--- src/rtl/mfc_pkg.sv ---
package mfc_pkg;

    // Fault classes; the value is the bit index in the pending and mask registers
    typedef enum logic [1:0] {
        CLS_DECODE = 2'd0,
        CLS_XLAT   = 2'd1,
        CLS_SECURE = 2'd2
    } fault_class_e;

    localparam int NUM_CLASSES  = 3;

    // Register byte offsets
    localparam int OFS_PENDING  = 'h00;
    localparam int OFS_MASK     = 'h04;
    localparam int OFS_CAP_BASE = 'h10;
    localparam int CAP_STRIDE   = 8;     // capture word followed by address word
    localparam int WORD_BYTES   = 4;

endpackage

--- src/rtl/mfc_capture.sv ---
module mfc_capture
    import mfc_pkg::*;
#(
    parameter int CLASS_ID = 0,
    parameter int CLIENT_W = 6,
    parameter int DATA_W   = 32
) (
    input  logic                clk,
    input  logic                rst_n,
    input  logic                evt_vld,
    input  logic [CLIENT_W-1:0] evt_client,
    input  logic                evt_write,
    input  logic                evt_kind,
    input  logic [DATA_W-1:0]   evt_addr,
    input  logic                load_en,
    output logic [DATA_W-1:0]   info_q,
    output logic [DATA_W-1:0]   addr_q
);

    localparam int WRITE_POS = DATA_W - 1;
    localparam int KIND_POS  = DATA_W - 2;

    typedef struct packed {
        logic [DATA_W-1:0] info;
        logic [DATA_W-1:0] addr;
    } cap_state_t;

    cap_state_t        cur_q;
    cap_state_t        nxt_d;
    logic [DATA_W-1:0] packed_w;
    logic              kind_bit;

    // Only the security class records a subtype
    assign kind_bit = (CLASS_ID == int'(CLS_SECURE)) ? evt_kind : 1'b0;

    generate
        if (CLASS_ID == int'(CLS_XLAT)) begin : g_xlat_layout
            // Write flag at bit 0, client ID just above it
            always_comb begin
                packed_w                 = '0;
                packed_w[0]              = evt_write;
                packed_w[CLIENT_W:1]     = evt_client;
                packed_w[KIND_POS]       = kind_bit;
            end
        end else begin : g_std_layout
            // Client ID in low bits, write flag on top, subtype below it
            always_comb begin
                packed_w                 = '0;
                packed_w[CLIENT_W-1:0]   = evt_client;
                packed_w[KIND_POS]       = kind_bit;
                packed_w[WRITE_POS]      = evt_write;
            end
        end
    endgenerate

    always_comb begin
        nxt_d = cur_q;
        if (evt_vld && load_en) begin
            nxt_d.info = packed_w;
            nxt_d.addr = evt_addr;
        end
    end

    always_ff @(posedge clk or negedge rst_n) begin
        if (!rst_n) begin
            cur_q <= '0;
        end else begin
            cur_q <= nxt_d;
        end
    end

    assign info_q = cur_q.info;
    assign addr_q = cur_q.addr;

    // a blocked load keeps the first fault's record
    a_r7_hold_first: assert property (@(posedge clk) disable iff (!rst_n)
        !load_en |=> ($stable(info_q) && $stable(addr_q)));

    // a permitted load captures the strobed address
    a_r4_r5_r6_addr_load: assert property (@(posedge clk) disable iff (!rst_n)
        (evt_vld && load_en) |=> (addr_q == $past(evt_addr)));

endmodule

--- src/rtl/mfc_regs.sv ---
module mfc_regs
    import mfc_pkg::*;
#(
    parameter int NUM_CLS = 3,
    parameter int DATA_W  = 32,
    parameter int REG_AW  = 8
) (
    input  logic                           clk,
    input  logic                           rst_n,
    input  logic                           reg_wr_en,
    input  logic [REG_AW-1:0]              reg_addr,
    input  logic [DATA_W-1:0]              reg_wdata,
    input  logic [NUM_CLS-1:0]             evt_vld,
    input  logic [NUM_CLS-1:0][DATA_W-1:0] cap_info,
    input  logic [NUM_CLS-1:0][DATA_W-1:0] cap_addr,
    output logic [NUM_CLS-1:0]             load_en,
    output logic [DATA_W-1:0]              reg_rdata,
    output logic                           irq
);

    typedef struct packed {
        logic [NUM_CLS-1:0] pending;
        logic [NUM_CLS-1:0] mask;
    } reg_state_t;

    reg_state_t         cur_q;
    reg_state_t         nxt_d;
    logic [NUM_CLS-1:0] clr;
    logic               hit_pending;
    logic               hit_mask;

    assign hit_pending = (reg_addr == REG_AW'(OFS_PENDING));
    assign hit_mask    = (reg_addr == REG_AW'(OFS_MASK));
    assign clr         = (reg_wr_en && hit_pending) ? reg_wdata[NUM_CLS-1:0] : '0;

    always_comb begin
        nxt_d         = cur_q;
        // A new fault wins over a clear in the same cycle
        nxt_d.pending = (cur_q.pending & ~clr) | evt_vld;
        if (reg_wr_en && hit_mask) begin
            nxt_d.mask = reg_wdata[NUM_CLS-1:0];
        end
    end

    always_ff @(posedge clk or negedge rst_n) begin
        if (!rst_n) begin
            cur_q <= '0;
        end else begin
            cur_q <= nxt_d;
        end
    end

    // Capture is allowed when the flag is idle or being cleared right now
    assign load_en = ~cur_q.pending | clr;
    assign irq     = |(cur_q.pending & cur_q.mask);

    always_comb begin
        reg_rdata = '0;
        if (hit_pending) begin
            reg_rdata[NUM_CLS-1:0] = cur_q.pending;
        end
        if (hit_mask) begin
            reg_rdata[NUM_CLS-1:0] = cur_q.mask;
        end
        for (int i = 0; i < NUM_CLS; i++) begin
            if (reg_addr == REG_AW'(OFS_CAP_BASE + CAP_STRIDE * i)) begin
                reg_rdata = cap_info[i];
            end
            if (reg_addr == REG_AW'(OFS_CAP_BASE + CAP_STRIDE * i + WORD_BYTES)) begin
                reg_rdata = cap_addr[i];
            end
        end
    end

    generate
        for (genvar g = 0; g < NUM_CLS; g++) begin : g_flag_chk
            // a strobe always leaves its flag set
            a_r1_set_on_fault: assert property (@(posedge clk) disable iff (!rst_n)
                evt_vld[g] |=> cur_q.pending[g]);
            // a clear with no competing fault drops the flag
            a_r3_w1c_clears: assert property (@(posedge clk) disable iff (!rst_n)
                (clr[g] && !evt_vld[g]) |=> !cur_q.pending[g]);
            // without a clear the flag is sticky
            a_r3_sticky: assert property (@(posedge clk) disable iff (!rst_n)
                (cur_q.pending[g] && !clr[g]) |=> cur_q.pending[g]);
        end
    endgenerate

endmodule

--- src/rtl/mem_fault_capture.sv ---
module mem_fault_capture
    import mfc_pkg::*;
#(
    parameter int CLIENT_W = 6,
    parameter int DATA_W   = 32,
    parameter int REG_AW   = 8
) (
    input  logic                clk,
    input  logic                rst_n,
    input  logic                dec_vld,
    input  logic [CLIENT_W-1:0] dec_client,
    input  logic                dec_write,
    input  logic [DATA_W-1:0]   dec_addr,
    input  logic                xlt_vld,
    input  logic [CLIENT_W-1:0] xlt_client,
    input  logic                xlt_write,
    input  logic [DATA_W-1:0]   xlt_addr,
    input  logic                sec_vld,
    input  logic [CLIENT_W-1:0] sec_client,
    input  logic                sec_write,
    input  logic                sec_kind,
    input  logic [DATA_W-1:0]   sec_addr,
    input  logic                reg_wr_en,
    input  logic [REG_AW-1:0]   reg_addr,
    input  logic [DATA_W-1:0]   reg_wdata,
    output logic [DATA_W-1:0]   reg_rdata,
    output logic                irq
);

    localparam int NCLS = NUM_CLASSES;

    logic [NCLS-1:0]                vld_v;
    logic [NCLS-1:0][CLIENT_W-1:0]  client_v;
    logic [NCLS-1:0]                write_v;
    logic [NCLS-1:0]                kind_v;
    logic [NCLS-1:0][DATA_W-1:0]    addr_v;
    logic [NCLS-1:0]                load_en;
    logic [NCLS-1:0][DATA_W-1:0]    cap_info;
    logic [NCLS-1:0][DATA_W-1:0]    cap_addr;

    // Gather the per-class strobes into arrays indexed by class
    always_comb begin
        vld_v    = '0;
        client_v = '0;
        write_v  = '0;
        kind_v   = '0;
        addr_v   = '0;
        vld_v[CLS_DECODE]    = dec_vld;
        client_v[CLS_DECODE] = dec_client;
        write_v[CLS_DECODE]  = dec_write;
        addr_v[CLS_DECODE]   = dec_addr;
        vld_v[CLS_XLAT]      = xlt_vld;
        client_v[CLS_XLAT]   = xlt_client;
        write_v[CLS_XLAT]    = xlt_write;
        addr_v[CLS_XLAT]     = xlt_addr;
        vld_v[CLS_SECURE]    = sec_vld;
        client_v[CLS_SECURE] = sec_client;
        write_v[CLS_SECURE]  = sec_write;
        kind_v[CLS_SECURE]   = sec_kind;
        addr_v[CLS_SECURE]   = sec_addr;
    end

    generate
        for (genvar c = 0; c < NCLS; c++) begin : g_cap
            mfc_capture #(
                .CLASS_ID (c),
                .CLIENT_W (CLIENT_W),
                .DATA_W   (DATA_W)
            ) i_capture (
                .clk        (clk),
                .rst_n      (rst_n),
                .evt_vld    (vld_v[c]),
                .evt_client (client_v[c]),
                .evt_write  (write_v[c]),
                .evt_kind   (kind_v[c]),
                .evt_addr   (addr_v[c]),
                .load_en    (load_en[c]),
                .info_q     (cap_info[c]),
                .addr_q     (cap_addr[c])
            );
        end
    endgenerate

    mfc_regs #(
        .NUM_CLS (NCLS),
        .DATA_W  (DATA_W),
        .REG_AW  (REG_AW)
    ) i_regs (
        .clk       (clk),
        .rst_n     (rst_n),
        .reg_wr_en (reg_wr_en),
        .reg_addr  (reg_addr),
        .reg_wdata (reg_wdata),
        .evt_vld   (vld_v),
        .cap_info  (cap_info),
        .cap_addr  (cap_addr),
        .load_en   (load_en),
        .reg_rdata (reg_rdata),
        .irq       (irq)
    );

    // the interrupt only rises after a fault or a register write
    a_r2_irq_cause: assert property (@(posedge clk) disable iff (!rst_n)
        $rose(irq) |-> $past(dec_vld || xlt_vld || sec_vld || reg_wr_en));

endmodule

--- config.mk ---
export PLATFORM = sky130hd
export DESIGN_NAME = mem_fault_capture
export DESIGN_NICKNAME = d
export VERILOG_FILES = /design/src/rtl/mfc_pkg.sv /design/src/rtl/mfc_capture.sv /design/src/rtl/mfc_regs.sv /design/src/rtl/mem_fault_capture.sv
export SDC_FILE = /design/constraint.sdc
export NUM_CORES = 1
export LEC_CHECK = 0
export BUFFER_PORTS_ARGS = -buffer_cell sky130_fd_sc_hd__buf_2
export CAP_MARGIN = 20
export CORE_ASPECT_RATIO = 0.6
export CORE_MARGIN = 5
export CORE_UTILIZATION = 50
export DETAILED_ROUTE_END_ITERATION = 6
export GPL_ROUTABILITY_DRIVEN = 0
export GPL_TIMING_DRIVEN = 0
export PLACE_DENSITY = 0.75
export SLEW_MARGIN = 10
export SYNTH_ARGS = -nofsm -noshare
export SYNTH_HDL_FRONTEND = slang
export SYNTH_HIERARCHICAL = 1
export SYNTH_SLANG_ARGS = --single-unit
--- constraint.sdc ---
create_clock -name clk -period 3.04 [get_ports clk]
set_input_delay 0.456 -clock clk [delete_from_list [all_inputs] [get_ports clk]]
set_output_delay 0.456 -clock clk [all_outputs]
set_load 0.05 [all_outputs]
## Word level (Yosys, flattened, before mapping)

Cells that the tools add are included.

| cells by class | value |
|---|---|
| equality and inequality tests | 7 |
| multiplexer cells | 9 |
| bitwise gates (word level) | 6 |
| reductions and logical operators | 7 |

Operator list:

| operator | number |
|---|---|
| 2-to-1 mux 32 bit | 6 |
| == test 8 x 5 -> 1 bit (second input constant) | 4 |
| == test 8 x 6 -> 1 bit (second input constant) | 2 |
| 2-to-1 mux 3 bit | 3 |
| == test 8 x 3 -> 1 bit (second input constant) | 1 |
| logical NOT 8 bit | 1 |
| bitwise AND 3 bit | 2 |
| NOT 3 bit | 2 |
| OR 3 bit | 2 |
| logical AND 1 bit | 5 |
| OR reduction 3 bit | 1 |

| storage, ports and cells | value |
|---|---|
| register bits | 124 |
| input bits | 164 |

## Depth between registers and ports, before layout

Gate-level depths: netlist (run 1).

| logic depth | value |
|---|---|
| depth in word-level cells | 9 |
| depth in mapped cells | 10 |
| mapped depth without buffers | 6 |

## Modules after synthesis

The synthesis (run 1) kept the hierarchy.

By module, submodules not included:

| module | instances | cells an instance | area an instance (um^2) | sequential area each (um^2) |
|---|---|---|---|---|
| mfc_capture at g_cap[0].i_capture ... | 2 | 109 | 1680.4 | 975.9 |
| mfc_capture at g_cap[2].i_capture | 1 | 110 | 1836.8 | 1001.0 |
| mfc_regs | 1 | 236 | 1821.7 | 150.1 |
| mem_fault_capture | 1 | 1 | 3.8 | 0.0 |

## Worst setup path before layout (run 1)

OpenSTA, ideal clock, no wires.

| timing path | value |
|---|---|
| path type | in2out |
| from | in reg_addr[7] |
| to | out reg_rdata[4] |
| data arrival time | 2.636 ns |
| slack | -0.052 ns |
| stages on the path | 5 |
| cell sequence | or3_1 > nor3b_2 > buf_4 > a22oi_1 > o21ai_0 |

| on the way | value |
|---|---|
| longest elaborated chain between the ends | 7 |
| elaborated cells between the ends (all ways) | 12 |

RTL lines:

| item | RTL line | source |
|---|---|---|
| start, declared | mem_fault_capture.sv:24 | `input logic [REG_AW-1:0] reg_addr,` |
| == test 8 x 5 -> 1 bit | mfc_regs.sv:66 | `if (reg_addr == REG_AW'(OFS_CAP_BASE + CAP_STRIDE * i)) begin` |
| 2-to-1 mux 32 bit | mfc_regs.sv:66 |  |
| 2-to-1 mux 32 bit | mfc_regs.sv:69 | `if (reg_addr == REG_AW'(OFS_CAP_BASE + CAP_STRIDE * i + WORD_BYTES)) begin` |
| 2-to-1 mux 32 bit | mfc_regs.sv:66 |  |
| 2-to-1 mux 32 bit | mfc_regs.sv:69 |  |
| 2-to-1 mux 32 bit | mfc_regs.sv:66 |  |
| 2-to-1 mux 32 bit * | mfc_regs.sv:69 |  |
| end, declared | mem_fault_capture.sv:26 | `output logic [DATA_W-1:0] reg_rdata,` |

Every way passes the cells marked *; elsewhere a longest branch is shown, timed or not.

## Worst setup path in the final report (run 1)

| timing path | value |
|---|---|
| from | in reg_addr[5] |
| to | out reg_rdata[15] |

| on the way | value |
|---|---|
| longest elaborated chain between the ends | 6 |
| elaborated cells between the ends (all ways) | 10 |

RTL lines:

| item | RTL line |
|---|---|
| == test 8 x 5 -> 1 bit | mfc_regs.sv:69 |
| 2-to-1 mux 32 bit | mfc_regs.sv:69 |
| 2-to-1 mux 32 bit | mfc_regs.sv:66 |
| 2-to-1 mux 32 bit | mfc_regs.sv:69 |
| 2-to-1 mux 32 bit | mfc_regs.sv:66 |
| 2-to-1 mux 32 bit * | mfc_regs.sv:69 |

Marks and branches as above.

==> results of run 1 <==
-- how the worst max path moves through the flow --
stage                                                            to  slack [ns]  depth (start not counted)
after floorplan                                        reg_rdata[0]        0.24                          6
after global placement    g_cap[0].i_capture/addr_q[20]$_DFFE_PN0P_        0.02                          1
after detailed placement                              reg_rdata[26]       -0.03                          8
after CTS                                             reg_rdata[15]        0.04                          8
after global routing                                  reg_rdata[26]        0.02                          8
final                                                 reg_rdata[15]        0.12                          8
-- per-layer routing --
| metal | up-vias | global-route usage (%) |
|---|---|---|
| met5 | - | 0 |
| met4 | 0 | 6.44 |
| met3 | 25 | 5.49 |
| met2 | 214 | 36.3 |
| met1 | 2538 | 33.2 |
| li1 | 2474 | - |
-- layout make-up --
| cell class | instances | area, um^2 |
|---|---|---|
| Clock buffer | 22 | 474 |
| Clock inverter | 10 | 114 |
| Multi-Input combinational cell | 399 | 3410 |
| Sequential cell | 124 | 3100 |
| Fill cell | 1095 | 4690 |
| Antenna cell | 1 | 2.50 |
| Timing Repair Buffer | 169 | 882 |
| Tap cell | 192 | 240 |
| Inverter | 1 | 3.75 |
| Buffer | 111 | 783 |
-- worst reg2reg max path: stages, from the launching register on --
cell and delay, ns:
dfrtp_1 0.39, nand2_1 0.07, nand2_1 0.10, buf_6 0.19, buf_6 0.21, mux2_4 0.32
-- power by group through the flow --
stage          logic [mW]  registers (mW)  clock network (mW)
2_1_floorplan       0.424            1.94                   0
4_1_cts             0.621            1.95                2.02
3_5_place_dp        0.617            1.98                   0
3_3_place_gp        0.590            1.96                   0
5_1_grt             0.681            1.98                2.11
6_report            0.627            1.95                1.99
-- stage by stage --
stage | cell area, um^2 | setup WS, ns | instances | power, mW | hold slack, ns
after floorplan | 7290 | 0.243 | 635 | 2.36 | 0.160
after global placement | 8360 | 0.0244 | 993 | 2.55 | 0.482
after detailed placement | 8390 | -0.0277 | 994 | 2.59 | 0.415
after CTS | 9000 | 0.0431 | 1028 | 4.60 | 0.261
after global routing | 9010 | 0.0209 | 1028 | 4.77 | 0.264
final | 9020 | 0.118 | 1029 | 4.57 | 0.278
-- timing repair --
item / 4_1_cts / 5_1_grt
pin swaps: 1 / 0
resized for setup: 0 / 6
hold buffers: 1 / 0
setup buffers: 1 / 0
endpoints found under the hold margin: 30 / 0
endpoints found under the setup margin: 5 / 22
gates cloned: 0 / 0
-- registers in the layout, summed over array words and instances, names as in the netlist --
name and flops:
g_cap.i_capture/addr_q 96, g_cap.i_capture/info_q 22, i_regs/cur_q 6
-- cell usage in the layout (no fill, tap or decap), drive strengths merged, types with 2 or more instances in the layout --
cell,count
nor4,2
and3,4
dfrtp,124
nor2,2
and2,2
buf,264
a222oi,4
a2bb2oi,3
a22o,12
o22a,12
nor2b,6
bufinv,2
mux2i,3
a22oi,46
mux2,141
o21ai,3
or3,3
o211ai,14
o2bb2ai,3
conb,74
clkinv,6
inv,2
a21oi,15
nand2,25
o22ai,12
clkbuf,37
nor4b,2
a211oi,3
a21o,3
==> metrics.txt, run 1 <==
Ports 197; Leak 4.62 nW; R2R setup slack 1.64 ns; WL met1 9020 um; met2 WL 8220 um; count of final hold-check violations 0; crit path time final around 2.9 ns; Bufs and invs on worst path 4; Worst EP required around 2.6 ns; top sig layer met4; synthesized area 7020 um^2; Final period util between 90 and 100%; critical path type in2out; hold path depth 2; Clk pwr share 43.5%; Clock Path Buffers 2; Sequential Power Share 42.8%; Relative slew margins 59.1%; Slowest-stage cell, CP nor4b_4; Crit. End Element primary output; vias after detailed routing 5251; synthesized area per cell 12.4 um^2; Crit Path Max Fanout 10; worst min-delay path category in2reg; reg-to-reg startpoint i_regs/cur_q[3]$_DFF_PN0_; CP cell instances buf_2 > nor4b_4 > and3_1 > clkbuf_1 > buf_2 > a22oi_1 > o211ai_1 > buf_2; Initial Utilization 51.2%; status completed; final setup fails 0; CTS tree yes; drt total wl 18900 um; Worst Max-Slew Pin Slew 0.613 ns; Site Rows 33; startpoint types input port; Logic pwr share 13.7%; Area Growth Syn to Fin 28.4%; worst r2r path cells 5; Layout Nets 987; Worst-path clk slew 0.06 ns; Die Area 16600 um^2; Switch Pwr around 1.1 mW; DR vias/cell 5.10; routed length per instance roughly 18 um; DR WL met3 1360 um; die height a little over 100 um; end of the worst hold path g_cap[0].i_capture/addr_q[28]$_DFFE_PN0P_; highest clock rate ~0.34 GHz; synth warn 6; Remaining Overflow, GRT 0; critical path's top delay family buffers and inverters; Die W 163 um; fraction of layout instances using a drive strength above 1 between 50% and 60%; Power Internal 3.50 mW; DR iter-0 viols 296; core area 13700 um^2; antenna violations before repair 0; largest net degree at the start of global routing 80; vias in the first global route between 5000 and 6000; switching share of power between 20% and 30%; Arr. time, crit path approximately 2.5 ns; ANT nets after route 0; Post-route DRC 0; Setup TNS 0 ns; port bufs 166; Total GRT Usage between 20% and 30%; clock sinks 124; Clk Latency, worst-skew pair about 0.4 ns; Hold Path Origin dec_addr[28]; clock skew 0.00871 ns; max_cap viols 0; Initial DRT Pass Iterations 5; Mapped Cells 564; H-tree Lvls 4; unrepaired setup endpoints after global routing no; slowest cell delay on critical path around 0.38 ns; Max IR drop VDD 0.256 mV; CTS buffer count 17; max-slew violations 0; Critical path origin reg_addr[5]; root buf cell clkbuf_16; Post-DP HPWL ~15000 um; fin util approximately two thirds; Pwr Density 507 nW/um^2; reg2reg end g_cap[0].i_capture/addr_q[24]$_DFFE_PN0P_; Most common cell on crit path buf_2; first-pass GRT wire length 29900 um
Power figures use the tool's default switching activity.
==> run 2: changes to the inputs <==
PLACE_DENSITY = 0.78   (was 0.75)
SYNTH_HIERARCHICAL = not set   (was 1)
==> metrics.txt, run 2 <==
sequential area share after synthesis 53.9%; cell taking the most area after synthesis dfrtp_1; Crit Path Max Fanout 10 (unchanged); Die Area 13800 um^2 (was 16600 um^2); Setup TNS 0 ns (unchanged); Relative slew margins 60.2% (was 59.1%); R2R setup slack 1.57 ns (was 1.64 ns); hold_buf cts 0 (was 1); most frequent cells in the layout buf_2 (173), dfrtp_1 (124), mux2_2 (103) (was buf_2 (177), dfrtp_1 (124), mux2_2 (78)); reg-to-reg startpoint i_regs.cur_q[4]$_DFF_PN0_ (was i_regs/cur_q[3]$_DFF_PN0_); die height 93.1 um (was 102 um); worst r2r path cells 4 (was 5); vias in the first global route 4706 (was 5712); synth warn 0 (was 6); final setup fails 0 (unchanged); worst min-delay path category in2async (was in2reg); Commonest cells post-synth dfrtp_1 (124), mux2_2 (103), nand2_1 (56); Ports 197 (unchanged); Leak 3.64 nW (was 4.62 nW); number of fill cells 835 (was 1095); Worst-path clk slew 0.06 ns (about the same); clock skew 0.0126 ns (was 0.00871 ns); routed length per instance 20.0 um (was 18.3 um); H-tree Lvls 4 (unchanged); clock sinks 124 (unchanged); core area 11300 um^2 (was 13700 um^2); Post-DP HPWL 11700 um (was 14700 um); largest net degree at the start of global routing 69 (was 80); placed cell count 743 (was 994); Worst Max-Slew Pin Slew 0.596 ns (was 0.613 ns); DR iter-0 viols 215 (was 296); Die W 148 um (was 163 um); Synth async-reset ratio 100%; CTS tree yes (unchanged); Arr. time, crit path 2.47 ns (about the same); Final period util 96.3% (was 96.1%); antenna cells 0 (was 1); Clk Latency, worst-skew pair 0.40 ns (about the same); synthesized area 5750 um^2 (was 7020 um^2); highest clock rate 0.341 GHz (was 0.342 GHz); drt total wl 15500 um (was 18900 um); register bit count reported by yosys 124; Clock Path Buffers 2 (unchanged); Max IR drop VDD 0.395 mV (was 0.256 mV); max-slew violations 0 (unchanged); WL met1 7160 um (was 9020 um); reg2reg end g_cap[1].i_capture.addr_q[24]$_DFFE_PN0P_ (was g_cap[0].i_capture/addr_q[24]$_DFFE_PN0P_); Area Growth Syn to Fin 29.3% (was 28.4%); Crit. End Element primary output (unchanged); startpoint types input port (unchanged); count leader, synth dfrtp_1; top sig layer met4 (unchanged); Main synth FF type dfrtp_1; antenna violations before repair 0 (unchanged); Distinct cells, synth between 40 and 50; Layout Nets 785 (was 987); ANT nets after route 0 (unchanged); max_cap viols 0 (unchanged); root buf cell clkbuf_16 (unchanged); port bufs 166 (unchanged); Total GRT Usage 23.2% (was 23.4%); synthesized area per cell 13.3 um^2 (was 12.4 um^2); Largest register FFs 96 (unchanged); DR vias/cell 5.51 (was 5.10); unrepaired setup endpoints after global routing no (unchanged); Pwr Density 594 nW/um^2 (was 507 nW/um^2); met2 WL 7190 um (was 8220 um); critical path type in2out (unchanged); first-pass GRT wire length 24800 um (was 29900 um); CTS buffer count 17 (unchanged); status completed (unchanged); fraction of layout instances using a drive strength above 1 53.6% (was 53.1%); count of final hold-check violations 0 (unchanged); DR WL met3 1100 um (was 1360 um); Post-Layout Cell Count 778 (was 1029); vias after detailed routing 4285 (was 5251); Remaining Overflow, GRT 0 (unchanged); Worst EP required 2.58 ns (about the same); post-layout power 4.42 mW (was 4.57 mW); Critical path origin reg_addr[1] (was reg_addr[5]); Post-route DRC 0 (unchanged); Initial DRT Pass Iterations 5 (unchanged); Mapped Cells 432 (was 564); commonest non-fill, non-tap cell in the layout buf_2 (unchanged); worst hold slack 0.0211 ns (was 0.278 ns); Initial Utilization 51.1% (was 51.2%); Site Rows 30 (was 33); Synth Net Count 596; crit path time final 2.93 ns (was 2.92 ns); dominant cells by area after synthesis dfrtp_1 (54%), mux2_2 (20%), mux2_1 (3.9%); Post-synth EDFFs 0; Yosys top cell area share 53.9%
[run 2: layer usage]
layer	up-vias	global-route usage, %
met1	2172	32.7
met4	0	5.38
li1	1955	-
met2	149	35.6
met3	9	6.97
met5	-	0
[run 2: worst max-delay path: stages]
cell	delay, ns
buf_2	0.12
or4_1	0.61
nor3_4	0.42
buf_2	0.35
a22oi_1	0.16
nand2_1	0.09
buf_2	0.26
[run 2: worst max path at each step]
stage	endpoint	slack, ns
floorplan	reg_rdata[3]	-0.02
global placement	reg_rdata[14]	-0.09
detailed placement	reg_rdata[14]	-0.08
CTS	reg_rdata[26]	0.02
global route	reg_rdata[11]	0.002
finish	reg_rdata[26]	0.11
[run 2: repair_timing]
| action | 4_1_cts | 5_1_grt |
|---|---|---|
| setup buffers | 0 | 3 |
| pin swaps | 0 | 2 |
| resized for setup | 1 | 2 |
| endpoints found under the setup margin | 20 | 23 |
[run 2: logic make-up (layout without fill, tap and decap cells)]
| kind of cell | count (synthesis) | count (layout) | share of synthesized area, % |
|---|---|---|---|
| AOI/OAI and AO/OA | 54 | 54 | 7.94 |
| buffers and inverters | 28 | 230 | 3.31 |
| DFF | 124 | 124 | 53.9 |
| muxes | 135 | 135 | 26.8 |
| and+or+nand+nor | 91 | 91 | 8.02 |
[run 2: final cells by class]
class | instances | area [um^2] | area share, %
plain buffers | 23 | 171 | 2.30
inverters | 5 | 18.8 | 0.252
well taps | 144 | 180 | 2.42
clock buffers | 22 | 464 | 6.24
flip-flops and latches | 124 | 3100 | 41.7
multi-input cells | 280 | 2480 | 33.3
clock inverters | 10 | 139 | 1.87
repair buffers | 170 | 887 | 11.9
[run 2: stage by stage]
step                util (%)  area [um^2]  setup slack (ns)
finish                  66.1         7440             0.112
global route            66.1         7440           0.00194
CTS                     65.8         7410            0.0236
detailed placement      60.4         6800           -0.0814
global placement        60.1         6770           -0.0920
floorplan                  -         5750           -0.0233
[run 2: report_power, final]
group | internal [mW] | leakage, nW | switching [mW]
Clock | 1.34 | 0.294 | 0.714
Sequential | 1.84 | 1.53 | 0.105
Combinational | 0.238 | 1.82 | 0.182
Total | 3.42 | 3.64 | 1.00
